`src/rtl/l2ec_pkg.sv`:
```
package l2ec_pkg;

    localparam int LINE_LSB = 6;

    typedef enum logic [2:0] {
        ACC_LOAD   = 3'd0,
        ACC_STORE  = 3'd1,
        ACC_ATOMIC = 3'd2,
        ACC_PSTORE = 3'd3,
        ACC_FETCH  = 3'd4
    } acc_kind_e;

    typedef enum logic [1:0] {
        TRAP_ECC  = 2'd0,
        TRAP_DACC = 2'd1,
        TRAP_IACC = 2'd2,
        TRAP_DERR = 2'd3
    } trap_kind_e;

endpackage

```
`src/rtl/l2ec_poison_slot.sv`:
```
// One remembered poisoned line; set wins over clear.
module l2ec_poison_slot #(
    parameter int LINE_W = 34
) (
    input  logic              clk,
    input  logic              rst_n,
    input  logic              set_i,
    input  logic              clr_i,
    input  logic [LINE_W-1:0] line_i,
    output logic              hit_o,
    output logic              valid_o,
    output logic [LINE_W-1:0] line_o
);
    typedef struct packed {
        logic              v;
        logic [LINE_W-1:0] line;
    } slot_t;

    slot_t slot_d, slot_q;

    always_comb begin
        slot_d = slot_q;
        if (set_i) begin
            slot_d.v    = 1'b1;
            slot_d.line = line_i;
        end else if (clr_i) begin
            slot_d.v = 1'b0;
        end
    end

    always_ff @(posedge clk) begin
        if (!rst_n) slot_q <= '0;
        else        slot_q <= slot_d;
    end

    assign hit_o   = slot_q.v && (slot_q.line == line_i);
    assign valid_o = slot_q.v;
    assign line_o  = slot_q.line;
endmodule

```
`src/rtl/l2ec_decode.sv`:
```
// Classifies one request: error acceptance, status word, reported address,
// trap target and kind, poison record updates.
module l2ec_decode
    import l2ec_pkg::*;
#(
    parameter int ADDR_W = 40,
    parameter int TID_W  = 6
) (
    input  logic              req_valid,
    input  logic [ADDR_W-1:4] req_blk,
    input  logic [2:0]        req_kind,
    input  logic [TID_W-1:0]  req_tid,
    input  logic              req_err,
    input  logic              req_ue,
    input  logic              ce_hit,
    input  logic              ue_hit,
    input  logic              any_disable,
    input  logic              core_ce_en,
    input  logic              core_ue_en,
    input  logic              bank_ce_en,
    input  logic              bank_ue_en,
    input  logic [TID_W-1:0]  steer_tid,
    output logic              err,
    output logic [TID_W+2:0]  stat,
    output logic [ADDR_W-1:0] rep_addr,
    output logic              trap_v,
    output logic [TID_W-1:0]  trap_tid,
    output logic [1:0]        trap_kind,
    output logic              set_ce,
    output logic              set_ue,
    output logic              clr_ce,
    output logic              clr_ue
);
    acc_kind_e kind;
    logic      is_store, is_pst, rd_like, redet, ue, steer, rw;

    always_comb begin
        kind     = acc_kind_e'(req_kind);
        is_store = (kind == ACC_STORE);
        is_pst   = (kind == ACC_PSTORE);
        rd_like  = (kind == ACC_LOAD) || (kind == ACC_FETCH);
        redet    = !is_store && (ce_hit || ue_hit);
        err      = req_valid && !any_disable && (req_err || redet);
        // a plain access matching both records reports the correctable one
        ue       = req_err ? req_ue : !ce_hit;
        steer    = is_pst || req_blk[LINE_LSB];
        rw       = ((kind == ACC_ATOMIC) || is_pst) && !steer;
        stat     = {!ue, ue, rw, req_tid};

        rep_addr = '0;
        rep_addr[ADDR_W-1:LINE_LSB] = req_blk[ADDR_W-1:LINE_LSB];
        if (ue && steer && !is_pst)
            rep_addr[5:4] = req_blk[5:4] + 2'd1;

        trap_v    = 1'b0;
        trap_tid  = req_tid;
        trap_kind = TRAP_ECC;
        if (!ue) begin
            trap_v   = core_ce_en && bank_ce_en;
            trap_tid = steer ? steer_tid : req_tid;
        end else if (bank_ue_en) begin
            if (steer) begin
                trap_v    = 1'b1;
                trap_tid  = steer_tid;
                trap_kind = TRAP_DERR;
            end else begin
                trap_v    = core_ue_en;
                trap_kind = (kind == ACC_FETCH) ? TRAP_IACC : TRAP_DACC;
            end
        end
        trap_v = trap_v && err;

        set_ce = err && !ue && rd_like;
        set_ue = err && ue && rd_like;
        clr_ce = req_valid && is_store && ce_hit;
        clr_ue = req_valid && is_store && ue_hit;
    end
endmodule

```
`src/rtl/l2_err_capture.sv`:
```
module l2_err_capture
    import l2ec_pkg::*;
#(
    parameter int ADDR_W    = 40,
    parameter int TID_W     = 6,
    parameter int NUM_BANKS = 4
) (
    input  logic                           clk,
    input  logic                           rst_n,
    input  logic                           req_valid,
    input  logic [ADDR_W-1:4]              req_addr,
    input  logic [2:0]                     req_kind,
    input  logic [TID_W-1:0]               req_tid,
    input  logic                           req_err,
    input  logic                           req_ue,
    input  logic                           core_ce_en,
    input  logic                           core_ue_en,
    input  logic [NUM_BANKS-1:0]           bank_ce_en,
    input  logic [NUM_BANKS-1:0]           bank_ue_en,
    input  logic [NUM_BANKS-1:0]           bank_disable,
    input  logic [NUM_BANKS*TID_W-1:0]     bank_steer_tid,
    output logic                           trap_valid,
    output logic [TID_W-1:0]               trap_tid,
    output logic [1:0]                     trap_kind,
    output logic [NUM_BANKS*(TID_W+3)-1:0] bank_status,
    output logic [NUM_BANKS*ADDR_W-1:0]    bank_addr,
    output logic                           ce_poison_valid,
    output logic [ADDR_W-1:0]              ce_poison_addr,
    output logic                           ue_poison_valid,
    output logic [ADDR_W-1:0]              ue_poison_addr
);
    localparam int BANK_W = $clog2(NUM_BANKS);
    localparam int STAT_W = TID_W + 3;
    localparam int LINE_W = ADDR_W - LINE_LSB;
    localparam int NUM_CLS = 2;

    typedef struct packed {
        logic [NUM_BANKS-1:0][STAT_W-1:0] stat;
        logic [NUM_BANKS-1:0][ADDR_W-1:0] addr;
        logic                             trap_v;
        logic [TID_W-1:0]                 trap_tid;
        logic [1:0]                       trap_kind;
    } regs_t;

    regs_t regs_d, regs_q;

    logic [BANK_W-1:0]              bank_sel;
    logic [LINE_W-1:0]              req_line;
    logic                           err, d_trap_v;
    logic [STAT_W-1:0]              d_stat;
    logic [ADDR_W-1:0]              d_addr;
    logic [TID_W-1:0]               d_trap_tid;
    logic [1:0]                     d_trap_kind;
    logic                           set_ce, set_ue, clr_ce, clr_ue;
    logic [NUM_CLS-1:0]             p_set, p_clr, p_hit, p_valid;
    logic [NUM_CLS-1:0][LINE_W-1:0] p_line;

    assign bank_sel = req_addr[LINE_LSB +: BANK_W];
    assign req_line = req_addr[ADDR_W-1:LINE_LSB];
    assign p_set    = {set_ue, set_ce};
    assign p_clr    = {clr_ue, clr_ce};

    // slot 0 keeps the correctable record, slot 1 the uncorrectable one
    for (genvar g = 0; g < NUM_CLS; g++) begin : g_poison
        l2ec_poison_slot #(.LINE_W(LINE_W)) slot_i (
            .clk     (clk),
            .rst_n   (rst_n),
            .set_i   (p_set[g]),
            .clr_i   (p_clr[g]),
            .line_i  (req_line),
            .hit_o   (p_hit[g]),
            .valid_o (p_valid[g]),
            .line_o  (p_line[g])
        );
    end

    l2ec_decode #(.ADDR_W(ADDR_W), .TID_W(TID_W)) decode_i (
        .req_valid   (req_valid),
        .req_blk     (req_addr),
        .req_kind    (req_kind),
        .req_tid     (req_tid),
        .req_err     (req_err),
        .req_ue      (req_ue),
        .ce_hit      (p_hit[0]),
        .ue_hit      (p_hit[1]),
        .any_disable (|bank_disable),
        .core_ce_en  (core_ce_en),
        .core_ue_en  (core_ue_en),
        .bank_ce_en  (bank_ce_en[bank_sel]),
        .bank_ue_en  (bank_ue_en[bank_sel]),
        .steer_tid   (bank_steer_tid[bank_sel*TID_W +: TID_W]),
        .err         (err),
        .stat        (d_stat),
        .rep_addr    (d_addr),
        .trap_v      (d_trap_v),
        .trap_tid    (d_trap_tid),
        .trap_kind   (d_trap_kind),
        .set_ce      (set_ce),
        .set_ue      (set_ue),
        .clr_ce      (clr_ce),
        .clr_ue      (clr_ue)
    );

    always_comb begin
        regs_d           = regs_q;
        regs_d.trap_v    = d_trap_v;
        regs_d.trap_tid  = d_trap_tid;
        regs_d.trap_kind = d_trap_kind;
        for (int b = 0; b < NUM_BANKS; b++) begin
            if (err && (bank_sel == BANK_W'(b))) begin
                regs_d.stat[b] = d_stat;
                regs_d.addr[b] = d_addr;
            end
        end
    end

    always_ff @(posedge clk) begin
        if (!rst_n) regs_q <= '0;
        else        regs_q <= regs_d;
    end

    assign trap_valid      = regs_q.trap_v;
    assign trap_tid        = regs_q.trap_tid;
    assign trap_kind       = regs_q.trap_kind;
    assign bank_status     = regs_q.stat;
    assign bank_addr       = regs_q.addr;
    assign ce_poison_valid = p_valid[0];
    assign ce_poison_addr  = {p_line[0], {LINE_LSB{1'b0}}};
    assign ue_poison_valid = p_valid[1];
    assign ue_poison_addr  = {p_line[1], {LINE_LSB{1'b0}}};
endmodule

```
`config.mk`:
```
export PLATFORM = sky130hd
export DESIGN_NAME = l2_err_capture
export DESIGN_NICKNAME = d
export VERILOG_FILES = /design/src/rtl/l2ec_pkg.sv /design/src/rtl/l2ec_poison_slot.sv /design/src/rtl/l2ec_decode.sv /design/src/rtl/l2_err_capture.sv
export SDC_FILE = /design/constraint.sdc
export NUM_CORES = 1
export LEC_CHECK = 0
export BUFFER_PORTS_ARGS = -buffer_cell sky130_fd_sc_hd__buf_2
export CAP_MARGIN = 30
export CELL_PAD_IN_SITES_DETAIL_PLACEMENT = 0
export CELL_PAD_IN_SITES_GLOBAL_PLACEMENT = 1
export CORE_UTILIZATION = 39
export DETAILED_ROUTE_END_ITERATION = 6
export PLACE_DENSITY_LB_ADDON = 0.1
export SLEW_MARGIN = 0
export SYNTH_ARGS = -nofsm -noshare
export SYNTH_HDL_FRONTEND = slang
export SYNTH_HIERARCHICAL = 1
export SYNTH_SLANG_ARGS = --single-unit
```
`constraint.sdc`:
```
create_clock -name clk -period 3.4 [get_ports clk]
set_input_delay 0.68 -clock clk [delete_from_list [all_inputs] [get_ports clk]]
set_output_delay 0.68 -clock clk [all_outputs]
set_load 0.005 [all_outputs]
```
==> results.json <==
{
  "r2r_slack_ns": 0.71,
  "clk_pin_slew_worst_paths_ns": 0.06,
  "vdd_ir_drop_max_mv": 0.337,
  "hold_viol": 0,
  "crit_path_start_kind": "flop",
  "final_cells": 1848,
  "worstSkewPairLatency_ns": 0.55,
  "pre_cts_ws_ns": 0.205,
  "areaGrowthSynthToFinish_pct": 25.5,
  "maxCapViolations": 0,
  "required_ns": 3.86,
  "ys_ff_latch": 275,
  "htree_levels": 1,
  "grt_pass1_wl_mm": 50.9,
  "yosysTopAreaCellShare_pct": 47.4,
  "r2r-end": "bank_addr[28]",
  "synth_edf_count": 0,
  "synth_flop_cell": "dfxtp_1",
  "clock_sink_count": 275,
  "root_buffer": "clkbuf_16",
  "synth_cell_types": 44,
  "dieArea_mm2": 0.0305,
  "drtAntennaViolNets": 0,
  "final_nets": 1531,
  "first_pass_iters": 4,
  "place.gp.congestion": 0.779,
  "first_global_vias": 8356,
  "ys_seq_area_share_pct": 47.4,
  "hold_depth": 2,
  "die_w_um": 175,
  "n_antenna_cell": 0,
  "cp_data_arrival_time_ns": 3.16,
  "drv_slew": 0,
  "wl_mm": 34.0,
  "pin_count": 375,
  "antenna_found_initial": 0,
  "synth_area_leaders": "dfxtp_1 47%, mux2i_1 23%, nand2_1 8.0%, buf_4 4.1%, nor2b_1 3.8%",
  "period_share_pct": 79.2,
  "yosys_warnings": 6,
  "hpwl_mm": 25.3,
  "final.fill_count": 2817,
  "worst-r2r-cell-count": 9,
  "status": "finished, final reports clean",
  "post_cts_buffers": 0,
  "initial_core_util_pct": 40.0,
  "synth.avg_cell_area_um2": 10.3,
  "drc": 0,
  "worstHoldStart": "bank_addr[31]",
  "track_usage_pct": 21.6,
  "numPortBuffers": 362,
  "worst_slack_ns": 0.707,
  "rsz0062_at_grt": "no",
  "num_vias": 8669,
  "max_freq_ghz": 0.371,
  "crit_type": "reg -> reg",
  "die_h_um": 175,
  "end_kind": "flop",
  "syn-instance-count": 1132,
  "power_mw": 6.80,
  "routedWlPerCell_um": 18.4,
  "finalSetupTns_ns": 0,
  "clock_path_buffers": 3,
  "yosysMostFrequentCell": "dfxtp_1",
  "reg2reg_from": "g_poison[1].slot_i/line_o[24]",
  "setup_viol": 0,
  "finClkSkew_ns": 0.0156,
  "grt_max_degree": 80,
  "rows": 62,
  "placed_cells_incl_taps": 1794,
  "power.leakage_nw": 7.23,
  "grt_overflow_total": 0,
  "synthArstFlopShare_pct": 0,
  "hold_path_end": "bank_addr[31]",
  "coreArea_mm2": 0.0290,
  "via_per_inst": 4.69,
  "yosys-top-cells-count": "275 x dfxtp_1, 264 x mux2i_1, 246 x nand2_1, 71 x nor2b_1, 64 x buf_4",
  "hold_class": "reg -> reg",
  "ctsResizeCount": 0,
  "drive_gt1_share_pct": 30.9,
  "synth_area_mm2": 0.0116,
  "critical_path.max_fanout": 30,
  "cts_tree": "yes",
  "yosys.area.top_type": "dfxtp_1",
  "fin_crit_ns": 2.69,
  "cts_hold_buf": 0,
  "dr.first_iter.drc_count": 467,
  "p_per_area_mw_per_mm2": 467,
  "numCtsBuffers": 31
}
cell type report:
| cell class | instances | area (um^2) | share of cell area, % |
|---|---|---|---|
| clock inverters | 4 | 23.8 | 0.163 |
| clock buffers | 50 | 957 | 6.57 |
| inverters | 1 | 3.75 | 0.0258 |
| well taps | 384 | 480 | 3.30 |
| flip-flops and latches | 275 | 5510 | 37.8 |
| multi-input cells | 748 | 5440 | 37.3 |
| repair buffers | 386 | 2160 | 14.9 |
layer usage:
| layer | vias to the layer above | wire, um | track usage [%] |
|---|---|---|---|
| li1 | 4314 | - | - |
| met1 | 4047 | 15600 | 29.4 |
| met2 | 266 | 15400 | 34.3 |
| met3 | 42 | 2310 | 5.12 |
| met4 | 0 | 713 | 5.43 |
| met5 | - | 0 | 0 |
worst max-delay path by stage:
| stage | from | end | slack, ns | cells after the start |
|---|---|---|---|---|
| after floorplan | req_addr[38] | g_poison[0].slot_i/line_o[10] | 0.49 | 11 |
| after CTS | g_poison[1].slot_i/line_o[24] | bank_addr[28] | 0.68 | 9 |
| final | g_poison[1].slot_i/line_o[24] | bank_addr[28] | 0.71 | 9 |
| after global placement | req_addr[24] | bank_addr[33] | 0.24 | 10 |
| after global routing | g_poison[0].slot_i/line_o[15] | bank_status[7] | 0.49 | 9 |
| after detailed placement | req_addr[29] | bank_addr[33] | 0.21 | 10 |
flip-flops by register name (all words and copies together), names as in the netlist:
signal                   cells
bank_addr                  160
trap_tid                     6
bank_status                 36
g_poison.slot_i/valid_o      2
trap_kind                    2
g_poison.slot_i/line_o      68
trap_valid                   1
power by group:
part	switching, mW	internal (mW)
logic	0.233	0.147
clock network	1.28	1.90
registers	0.00545	3.24
critical path: stages, from the launching register on:
cell and delay (ns):
dfxtp_1 0.33, xor2_1 0.16, nor4_1 0.41, nand4_1 0.26
nor3_2 0.23, or3_1 0.16, and4b_1 0.24, nor3b_4 0.31
buf_12 0.28, mux2i_1 0.21
kinds of logic (layout without fill, tap and decap cells):
logic type	count (synthesis)	in the layout	synth area share [%]
flip-flops	275	275	47.4
AO/OA/AOI/OAI	8	8	0.701
other	2	16	0.0647
XOR/XNOR	69	69	5.21
AND/OR/NAND/NOR	377	377	15.2
multiplexers	278	278	24.9
buffers and inverters	123	441	6.49
placed cells by master (no fill, tap or decap), types with 3 or more instances in the layout:
master,n
buf_2,361
dfxtp_1,275
mux2i_1,264
nand2_1,246
nor2b_1,71
xnor2_1,37
xor2_1,32
clkbuf_16,31
conb_1,16
buf_12,13
clkbuf_8,11
buf_4,11
nand4_1,10
and2_1,9
mux4_2,8
clkbuf_1,8
nor4_1,8
nand3_1,4
or4_1,3
clkinv_2,3
nor2_1,3
mux2_1,3
mux2_2,3
through the flow:
step                      utilization, %  hold WS [ns]  cell area (um^2)
after floorplan                        -         0.451             11700
after global placement              46.8         0.439             13600
after detailed placement            46.8         0.444             13600
after CTS                           50.2         0.453             14600
after global routing                50.2         0.468             14600
final                               50.2         0.452             14600
No activity file was read; power rests on OpenSTA's default activity.
